==> config.mk <==
export PLATFORM = sky130hd
export DESIGN_NAME = ddr_bank_guard
export DESIGN_NICKNAME = d
export VERILOG_FILES = /design/src/rtl/ddr_bank_guard_pkg.sv /design/src/rtl/ddr_guard_cfg.sv /design/src/rtl/ddr_guard_cnt.sv /design/src/rtl/ddr_bank_guard.sv
export SDC_FILE = /design/constraint.sdc
export NUM_CORES = 1
export LEC_CHECK = 0
export BUFFER_PORTS_ARGS = -buffer_cell sky130_fd_sc_hd__buf_2
export CAP_MARGIN = 20
export CORE_MARGIN = 1
export CORE_UTILIZATION = 50
export CTS_CLUSTER_DIAMETER = 100
export CTS_CLUSTER_SIZE = 14
export DETAILED_ROUTE_END_ITERATION = 10
export PLACE_DENSITY = 0.78
export SYNTH_ARGS = -nofsm -noshare
export SYNTH_HDL_FRONTEND = slang
export SYNTH_SLANG_ARGS = --single-unit
export TNS_END_PERCENT = 5
==> constraint.sdc <==
create_clock -name clk -period 3.3 [get_ports clk]
set_input_delay 0.33 -clock clk [delete_from_list [all_inputs] [get_ports clk]]
set_output_delay 0.33 -clock clk [all_outputs]
set_load 0.02 [all_outputs]
==> src/rtl/ddr_bank_guard_pkg.sv <==
package ddr_bank_guard_pkg;

   typedef enum logic [1:0] {
      CMD_ACT = 2'd0,
      CMD_RD  = 2'd1,
      CMD_WR  = 2'd2,
      CMD_PRE = 2'd3
   } bank_cmd_e;

   // interval register indices
   localparam int CFG_ACT_RW = 0;
   localparam int CFG_WR_REC = 1;
   localparam int CFG_WR_RD  = 2;
   localparam int CFG_CAS    = 3;
   localparam int CFG_NUM    = 4;
   localparam int CFG_SEL_W  = $clog2(CFG_NUM);

   // down-counter indices
   localparam int CT_ACT   = 0;
   localparam int CT_BURST = 1;
   localparam int CT_REC   = 2;
   localparam int CT_WTR   = 3;
   localparam int CT_RD    = 4;
   localparam int CT_NUM   = 5;

endpackage

==> src/rtl/ddr_guard_cfg.sv <==
module ddr_guard_cfg
   import ddr_bank_guard_pkg::*;
#(
   parameter int W      = 4,
   parameter int DEF_0  = 3,
   parameter int DEF_1  = 3,
   parameter int DEF_2  = 2,
   parameter int DEF_3  = 2
) (
   input  logic                           clk,
   input  logic                           rst_n,
   input  logic                           wr_en,
   input  logic [CFG_SEL_W-1:0]           wr_sel,
   input  logic [W-1:0]                   wr_data,
   output logic [CFG_NUM-1:0][W-1:0]      val
);

   localparam logic [CFG_NUM-1:0][W-1:0] RST_VAL =
      {W'(DEF_3), W'(DEF_2), W'(DEF_1), W'(DEF_0)};

   for (genvar i = 0; i < CFG_NUM; i++) begin : g_reg
      localparam logic [CFG_SEL_W-1:0] SEL = CFG_SEL_W'(i);
      always_ff @(posedge clk) begin
         if (!rst_n)
            val[i] <= RST_VAL[i];
         else if (wr_en && wr_sel == SEL)
            val[i] <= wr_data;
      end
   end

endmodule

==> src/rtl/ddr_guard_cnt.sv <==
module ddr_guard_cnt #(
   parameter int W = 6
) (
   input  logic         clk,
   input  logic         rst_n,
   input  logic         load,
   input  logic [W-1:0] load_val,
   output logic [W-1:0] cnt
);

   always_ff @(posedge clk) begin
      if (!rst_n)
         cnt <= '0;
      else if (load)
         cnt <= load_val;
      else if (cnt != '0)
         cnt <= cnt - 1'b1;
   end

endmodule

==> src/rtl/ddr_bank_guard.sv <==
module ddr_bank_guard
   import ddr_bank_guard_pkg::*;
#(
   parameter int CNT_W      = 4,
   parameter int BURST_LEN  = 4,
   parameter int WR_LAT     = 1,
   parameter int DEF_ACT_RW = 3,
   parameter int DEF_WR_REC = 3,
   parameter int DEF_WR_RD  = 2,
   parameter int DEF_CAS    = 2
) (
   input  logic                 clk,
   input  logic                 rst_n,
   input  logic                 cfg_en,
   input  logic                 cfg_we,
   input  logic [1:0]           cfg_sel,
   input  logic [CNT_W-1:0]     cfg_data,
   input  logic                 cmd_valid,
   input  logic [1:0]           cmd_code,
   output logic                 act_ok,
   output logic                 rd_ok,
   output logic                 wr_ok,
   output logic                 pre_ok,
   output logic                 bank_open,
   output logic                 rd_data_due,
   output logic                 illegal_cmd
);

   localparam int CW = CNT_W + $clog2(BURST_LEN + WR_LAT) + 1;
   localparam logic [CW-1:0] BURST_LOAD = CW'(WR_LAT + BURST_LEN - 1);
   localparam logic [CW-1:0] RD_TAIL    = CW'(BURST_LEN - 1);
   localparam logic [CW-1:0] RD_SPAN    = CW'(BURST_LEN);

   if (BURST_LEN < 2 || WR_LAT < 1 || CNT_W < 2) begin : g_bad_shape
      $error("ddr_bank_guard: BURST_LEN>=2, WR_LAT>=1, CNT_W>=2 required");
   end
   if (DEF_ACT_RW >= (1 << CNT_W) || DEF_WR_REC >= (1 << CNT_W) ||
       DEF_WR_RD >= (1 << CNT_W) || DEF_CAS >= (1 << CNT_W)) begin : g_bad_def
      $error("ddr_bank_guard: default interval does not fit CNT_W");
   end

   bank_cmd_e cmd;
   logic      is_act, is_rd, is_wr, is_pre;
   logic      open_q, bad_q;

   assign cmd    = bank_cmd_e'(cmd_code);
   assign is_act = cmd_valid && (cmd == CMD_ACT);
   assign is_rd  = cmd_valid && (cmd == CMD_RD);
   assign is_wr  = cmd_valid && (cmd == CMD_WR);
   assign is_pre = cmd_valid && (cmd == CMD_PRE);

   // ---------------- interval registers ----------------
   logic [CFG_NUM-1:0][CNT_W-1:0] cfg_val;
   logic [CNT_W-1:0] t_act_rw, t_wr_rec, t_wr_rd, t_cas;

   ddr_guard_cfg #(
      .W(CNT_W), .DEF_0(DEF_ACT_RW), .DEF_1(DEF_WR_REC),
      .DEF_2(DEF_WR_RD), .DEF_3(DEF_CAS)
   ) u_cfg (
      .clk     (clk),
      .rst_n   (rst_n),
      .wr_en   (cfg_en && cfg_we && !open_q),
      .wr_sel  (cfg_sel),
      .wr_data (cfg_data),
      .val     (cfg_val)
   );

   assign t_act_rw = cfg_val[CFG_ACT_RW];
   assign t_wr_rec = cfg_val[CFG_WR_REC];
   assign t_wr_rd  = cfg_val[CFG_WR_RD];
   assign t_cas    = cfg_val[CFG_CAS];

   // interval N counted from cycle T expires in cycle T+N (N=0 acts as 1)
   function automatic logic [CW-1:0] gap_load(input logic [CNT_W-1:0] v);
      return (v == '0) ? '0 : (CW'(v) - CW'(1));
   endfunction

   // ---------------- counters ----------------
   logic [CT_NUM-1:0]         ct_ld;
   logic [CT_NUM-1:0][CW-1:0] ct_val;
   logic [CT_NUM-1:0][CW-1:0] ct_cnt;
   logic                      last_beat;
   logic [CW-1:0]             cas_eff;

   assign last_beat = (ct_cnt[CT_BURST] == CW'(1));
   assign cas_eff   = (t_cas == '0) ? CW'(1) : CW'(t_cas);

   always_comb begin
      ct_ld[CT_ACT]    = is_act;
      ct_val[CT_ACT]   = gap_load(t_act_rw);
      ct_ld[CT_BURST]  = is_wr && open_q;
      ct_val[CT_BURST] = BURST_LOAD;
      ct_ld[CT_REC]    = last_beat;
      ct_val[CT_REC]   = gap_load(t_wr_rec);
      ct_ld[CT_WTR]    = last_beat;
      ct_val[CT_WTR]   = gap_load(t_wr_rd);
      ct_ld[CT_RD]     = is_rd && open_q;
      ct_val[CT_RD]    = cas_eff + RD_TAIL;
   end

   for (genvar k = 0; k < CT_NUM; k++) begin : g_cnt
      ddr_guard_cnt #(.W(CW)) u_cnt (
         .clk      (clk),
         .rst_n    (rst_n),
         .load     (ct_ld[k]),
         .load_val (ct_val[k]),
         .cnt      (ct_cnt[k])
      );
   end

   // ---------------- bank state ----------------
   always_ff @(posedge clk) begin
      if (!rst_n) begin
         open_q <= 1'b0;
         bad_q  <= 1'b0;
      end else begin
         if (is_act)
            open_q <= 1'b1;
         else if (is_pre)
            open_q <= 1'b0;
         bad_q <= (is_rd || is_wr) && !open_q;
      end
   end

   // ---------------- permits ----------------
   assign bank_open   = open_q;
   assign illegal_cmd = bad_q;
   assign act_ok      = !open_q;
   assign wr_ok       = open_q && (ct_cnt[CT_ACT] == '0);
   assign rd_ok       = open_q && (ct_cnt[CT_ACT] == '0) &&
                        (ct_cnt[CT_BURST] == '0) && (ct_cnt[CT_WTR] == '0);
   assign pre_ok      = open_q && (ct_cnt[CT_BURST] == '0) &&
                        (ct_cnt[CT_REC] == '0);
   assign rd_data_due = (ct_cnt[CT_RD] != '0) && (ct_cnt[CT_RD] <= RD_SPAN);

endmodule

# Word level (Yosys, flattened, before mapping)
# Cells that the tools add are included.
word_totals:
  n_memories: 0
  inputBits: 13
  latchBits: 0
  romBits: 0
  output_inout_bits: 7
  elab_cells: 89
  mem_bits_rw: 0
  register_bits: 58
classes:
  magnitude_cmp: 1
  n_div: 0
  mux: 16
  reduce_logical: 43
  n_bitwise: 1
  mul: 0
  n_addsub: 9
  shifts: 0
  n_eq_ne: 7
ops:
  columns: ["cell", "count"]
  rows:
  - ["8-bit two-way mux", 11]
  - ["8-bit nonzero test", 5]
  - ["8-bit by 1-bit subtractor with 8-bit output (second input constant)", 5]
  - ["8-bit logical NOT", 4]
  - ["1-bit logical AND", 19]
  - ["4-bit logical NOT", 4]
  - ["4-bit by 1-bit subtractor with 5-bit output (second input constant)", 3]
  - ["2-bit nonzero test", 6]
  - ["2-bit == test (second input constant)", 4]
  - ["8-bit by 1-bit == test with 1-bit output (second input constant)", 1]
  - ["8-bit by 3-bit less-or-equal comparator with 1-bit output (second input constant)", 1]
  - ["3-bit two-way mux", 2]
  - ["4-bit by 2-bit adder with 5-bit output (second input constant)", 1]
  - ["2-bit by 1-bit == test with 1-bit output (second input constant)", 2]
  - ["2-bit logical NOT", 2]
  - ["4-bit two-way mux", 1]
  - ["1-bit two-way mux", 2]
  - ["2-bit OR reduction", 1]
  - ["1-bit logical NOT", 1]
  - ["1-bit logical OR", 1]
  - ["1-bit inverter", 1]

# Depth between registers and ports, before layout
logic_depth:
  depth_word: 4
  depth_mapped: 7
  mapped_depth_nobuf: 7

# Hierarchy
# Synthesis repeated with hierarchy kept, for this count alone.
hier_totals:
  cells_unflattened: 417
  hier_area_um2: 3464.6
modules_own_cells:
  columns: ["module", "area_each_um2", "n_inst", "cells_each", "seq_area_each_um2"]
  rows:
  - ["ddr_guard_cnt", 474.2, 5, 56, 160.2]
  - ["ddr_guard_cfg", 635.6, 1, 59, 320.3]
  - ["ddr_bank_guard", 457.9, 1, 78, 40.0]

# Worst setup path after synthesis
# No wires, ideal clock.
synth_path:
  path_kind: "reg-to-output"
  startpoint: "register g_cnt[0].u_cnt.cnt[2]"
  endpoint: "output rd_ok"
  path_buffers: 0
  t_required_ns: 2.970
  slack_ns: 1.351
  t_arrival_ns: 1.619
  stages_incl_launch_ff: 4
  path_cell_list: "dfxtp_1 > nor4_1 > nand2_1 > nor3_1"
synth_via:
  elab_chain_len: 4
synth_rtl:
  columns: ["element", "line_no", "rtl"]
  rows:
  - ["start, declared", "ddr_guard_cnt.sv:8", "output logic [W-1:0] cnt"]
  - ["start signal, assigned", "ddr_guard_cnt.sv:15", "cnt <= load_val;"]
  - ["start signal, assigned", "ddr_guard_cnt.sv:17", "cnt <= cnt - 1'b1;"]
  - ["8-bit logical NOT", "ddr_bank_guard.sv:130", "assign rd_ok = open_q && (ct_cnt[CT_ACT] == '0) &&"]
  - ["1-bit logical AND (2 in series)", "ddr_bank_guard.sv:130", null]
  - ["1-bit logical AND", "ddr_bank_guard.sv:131", "(ct_cnt[CT_BURST] == '0) && (ct_cnt[CT_WTR] == '0);"]
  - ["end, declared", "ddr_bank_guard.sv:21", "output logic rd_ok,"]
# Every way passes these cells.

# Final worst setup path
# Same ends and word-level chain as after synthesis.

==> impl_metrics.csv <==
group,metric,value,unit
timing,slew_headroom,0.553,
setup_path,crit_type,"flip-flop to output port",
synthesis,synth_top_area_cell,"dfxtp_1",
synthesis,syn_avg_cell_area,8.53,um2
floorplan,die_w,80.3,um
routing,ant_nets,0,
clock_tree,cts_tree,"yes",
clock_tree,cts_setup_buffers,0,
clock_tree,h-tree-depth,3,
worst_hold_path,hold_class,"input pin to flip-flop",
global_route,grt_overflow_total,0,
clock_tree,holdBufCountCts,0,
floorplan,initial_core_util,0.517,
synthesis,syn_inst,359,
worst_hold_path,worstHoldStart,"cmd_valid",
clock_tree,cts_buffers,9,
setup_path,r2r_cells,4,
timing,hold_viol,0,
placement,place_ws,1.26,ns
pwr,peakVddDrop,0.000502,V
floorplan,core_region_area,5920,um2
global_route,grt_pass1_wl,10400,um
timing,timing.final.ws_setup,0.869,ns
timing,setup_viol,0,
routing,vias,2595,
routing,detail_route.vias_per_cell,5.65,
global_route,grt_max_degree,27,
placement,place.detailed.hpwl,4440,um
synthesis,synth_enable_flop_cells,0,
placement,portBuffers,19,
synthesis,synthArstFlopShare,0,
clock_tree,cts-root-buf,"clkbuf_8",
setup_path,max_stage_delay,0.62,ns
cells_and_area,finish.utilization,0.576,
setup_path,start_kind,"flip-flop",
floorplan,die_area,6440,um2
timing,worst_slew_pin_slew,0.664,ns
synthesis,synth_most_common_cell,"dfxtp_1",
timing,slew_violations,0,
synthesis,synth_area,3060,um2
cells_and_area,antennaDiodeCount,0,
synthesis,yosysSeqAreaShare,0.379,
pwr,p_leak,1.40,nW
placement,gp_congestion,0.864,
setup_path,crit_end,"rd_ok",
routing,routedWlPerCell,13.5,um
synthesis,synth-seq-cells,58,
setup_path,slowest_stage,"nor4_1",
clock_tree,cts_sinks,58,
setup_path,crit_start,"g_cnt[0].u_cnt.cnt[2]",
setup_path,cp.required,2.97,ns
setup_path,endpoint_kind,"output port",
routing,first_pass_iters,4,
pwr,power,3.27,mW
pwr,p_per_area,958,nW/um2
setup_path,worstPathArrival,2.10,ns
cells_and_area,layout.cells.non_filler,459,
cells_and_area,drive_above_1_share,0.109,
floorplan,row_count,28,
setup_path,rrSetupSlack,1.40,ns
status,outcome,"completed",
timing,rsz0062_at_grt,"false",
clock_tree,ctsResizeCount,0,
setup_path,path_cells,"nor4_1 > nand2_1 > nor3_1 > buf_2",
setup_path,worstReg2RegStart,"g_cnt[1].u_cnt.cnt[4]",
routing,wl,6200,um
timing,fin_setup_tns,0,ns
cells_and_area,fin_nets,403,
run,cap_violations,0,
timing,min_period,2.43,ns
clock_tree,clkLatencyLatePin,0.34,ns
synthesis,synth_commonest_cells,"58 x dfxtp_1, 47 x nor2_1, 27 x nand2_1",
placement,placedCellCount,443,
global_route,grt_pass1_vias,2337,
synthesis,synth_top_area_share,0.379,
timing,fin_crit_sh,0.737,
timing,fin_skew,0.00688,ns
setup_path,r2r_end,"g_cnt[2].u_cnt.cnt[0]",
global_route,grt_antenna_before_repair,0,
cells_and_area,area_growth,11.3,%
routing,drt_iter0_markers,144,
setup_path,worstPathMaxFanout,6,
floorplan,io_pins,20,
floorplan,die_h,80.3,um
synthesis,ys_types,53,
synthesis,synthesis.nets,383,
global_route,track_usage,0.211,
timing,fmax,0.411,GHz
routing,remaining_drc_errors,0,
synthesis,synthTopCellsByArea,"dfxtp_1 38%, mux2i_1 6.9%, nor2_1 5.8%",
synthesis,ys.flop_type,"dfxtp_1",
clock_tree,clk_path_buf_depth,2,
clock_tree,path_clk_slew,0.07,ns
synthesis,synth_warnings,0,
## cells by family after synthesis
family,count (synthesis),share of synthesized area
AOI/OAI and AO/OA,66,0.139
DFF,58,0.379
adders and majority gates,11,0.0450
muxes,22,0.0723
xor gates and xnor gates,20,0.0572
and+or+nand+nor,154,0.272
buffers and inverters,28,0.0351
## layout by cell type (no fill, tap or decap), types with 6 or more instances in the layout
cell,instances
a211oi_1,9
a21oi_1,19
buf_2,19
clkbuf_8,11
dfxtp_1,58
ha_1,11
inv_1,18
mux2i_1,21
nand2_1,27
nand3_1,8
nor2_1,47
nor3_1,14
nor4_1,6
o21ai_0,12
o31ai_1,7
or4_1,6
xnor2_1,13
xor2_1,7
## how the worst min path moves through the flow
stage               depth (start not counted)               endpoint  slack [ns]
CTS                                         3            illegal_cmd        0.24
floorplan                                   2            illegal_cmd        0.45
global placement                            2  g_cnt[1].u_cnt.cnt[3]        0.47
global route                                3           u_cfg.val[1]        0.27
detailed placement                          2  g_cnt[1].u_cnt.cnt[3]        0.48
finish                                      3            illegal_cmd        0.26
## registers in the layout, indices dropped and copies added, names as in the netlist
| register | count |
|---|---|
| illegal_cmd | 1 |
| bank_open | 1 |
| u_cfg.val | 16 |
| g_cnt.u_cnt.cnt | 40 |
## layout make-up
| type | instances | area (um2) |
|---|---|---|
| multi-input combinational | 273 | 1790 |
| inverter | 18 | 67.6 |
| sequential | 58 | 1160 |
| clock buffer | 14 | 163 |
| fill | 539 | 2510 |
| clock inverter | 2 | 35.0 |
| tap | 75 | 93.8 |
| timing repair buffer | 19 | 95.1 |
## routing by layer
metal	GRT usage	share of wire	up-vias
met5	0	0	-
li1	-	-	1334
met4	0.114	0.020	0
met3	0.0375	0.034	10
met1	0.257	0.47	1218
met2	0.350	0.47	33
## worst max-delay path, delay by kind of cell (launching register included)
kind	cells	cell delay [ns]
buf+inv	1	0.19
flops	1	0.34
simple gates	3	1.23
## through the flow
stage / hold WS (ns) / cell area [um2]
floorplan: 0.448 / 3060
global placement: 0.473 / 3210
detailed placement: 0.481 / 3210
CTS: 0.238 / 3410
global route: 0.266 / 3410
finish: 0.256 / 3410
## power breakdown
group / total, mW / internal, mW / switching (mW)
Sequential: 1.13 / 0.908 / 0.226
Clock: 0.661 / 0.390 / 0.271
Combinational: 1.47 / 0.687 / 0.784
Total: 3.27 / 1.99 / 1.28
Note: power is estimated with default switching activity, not from simulation.
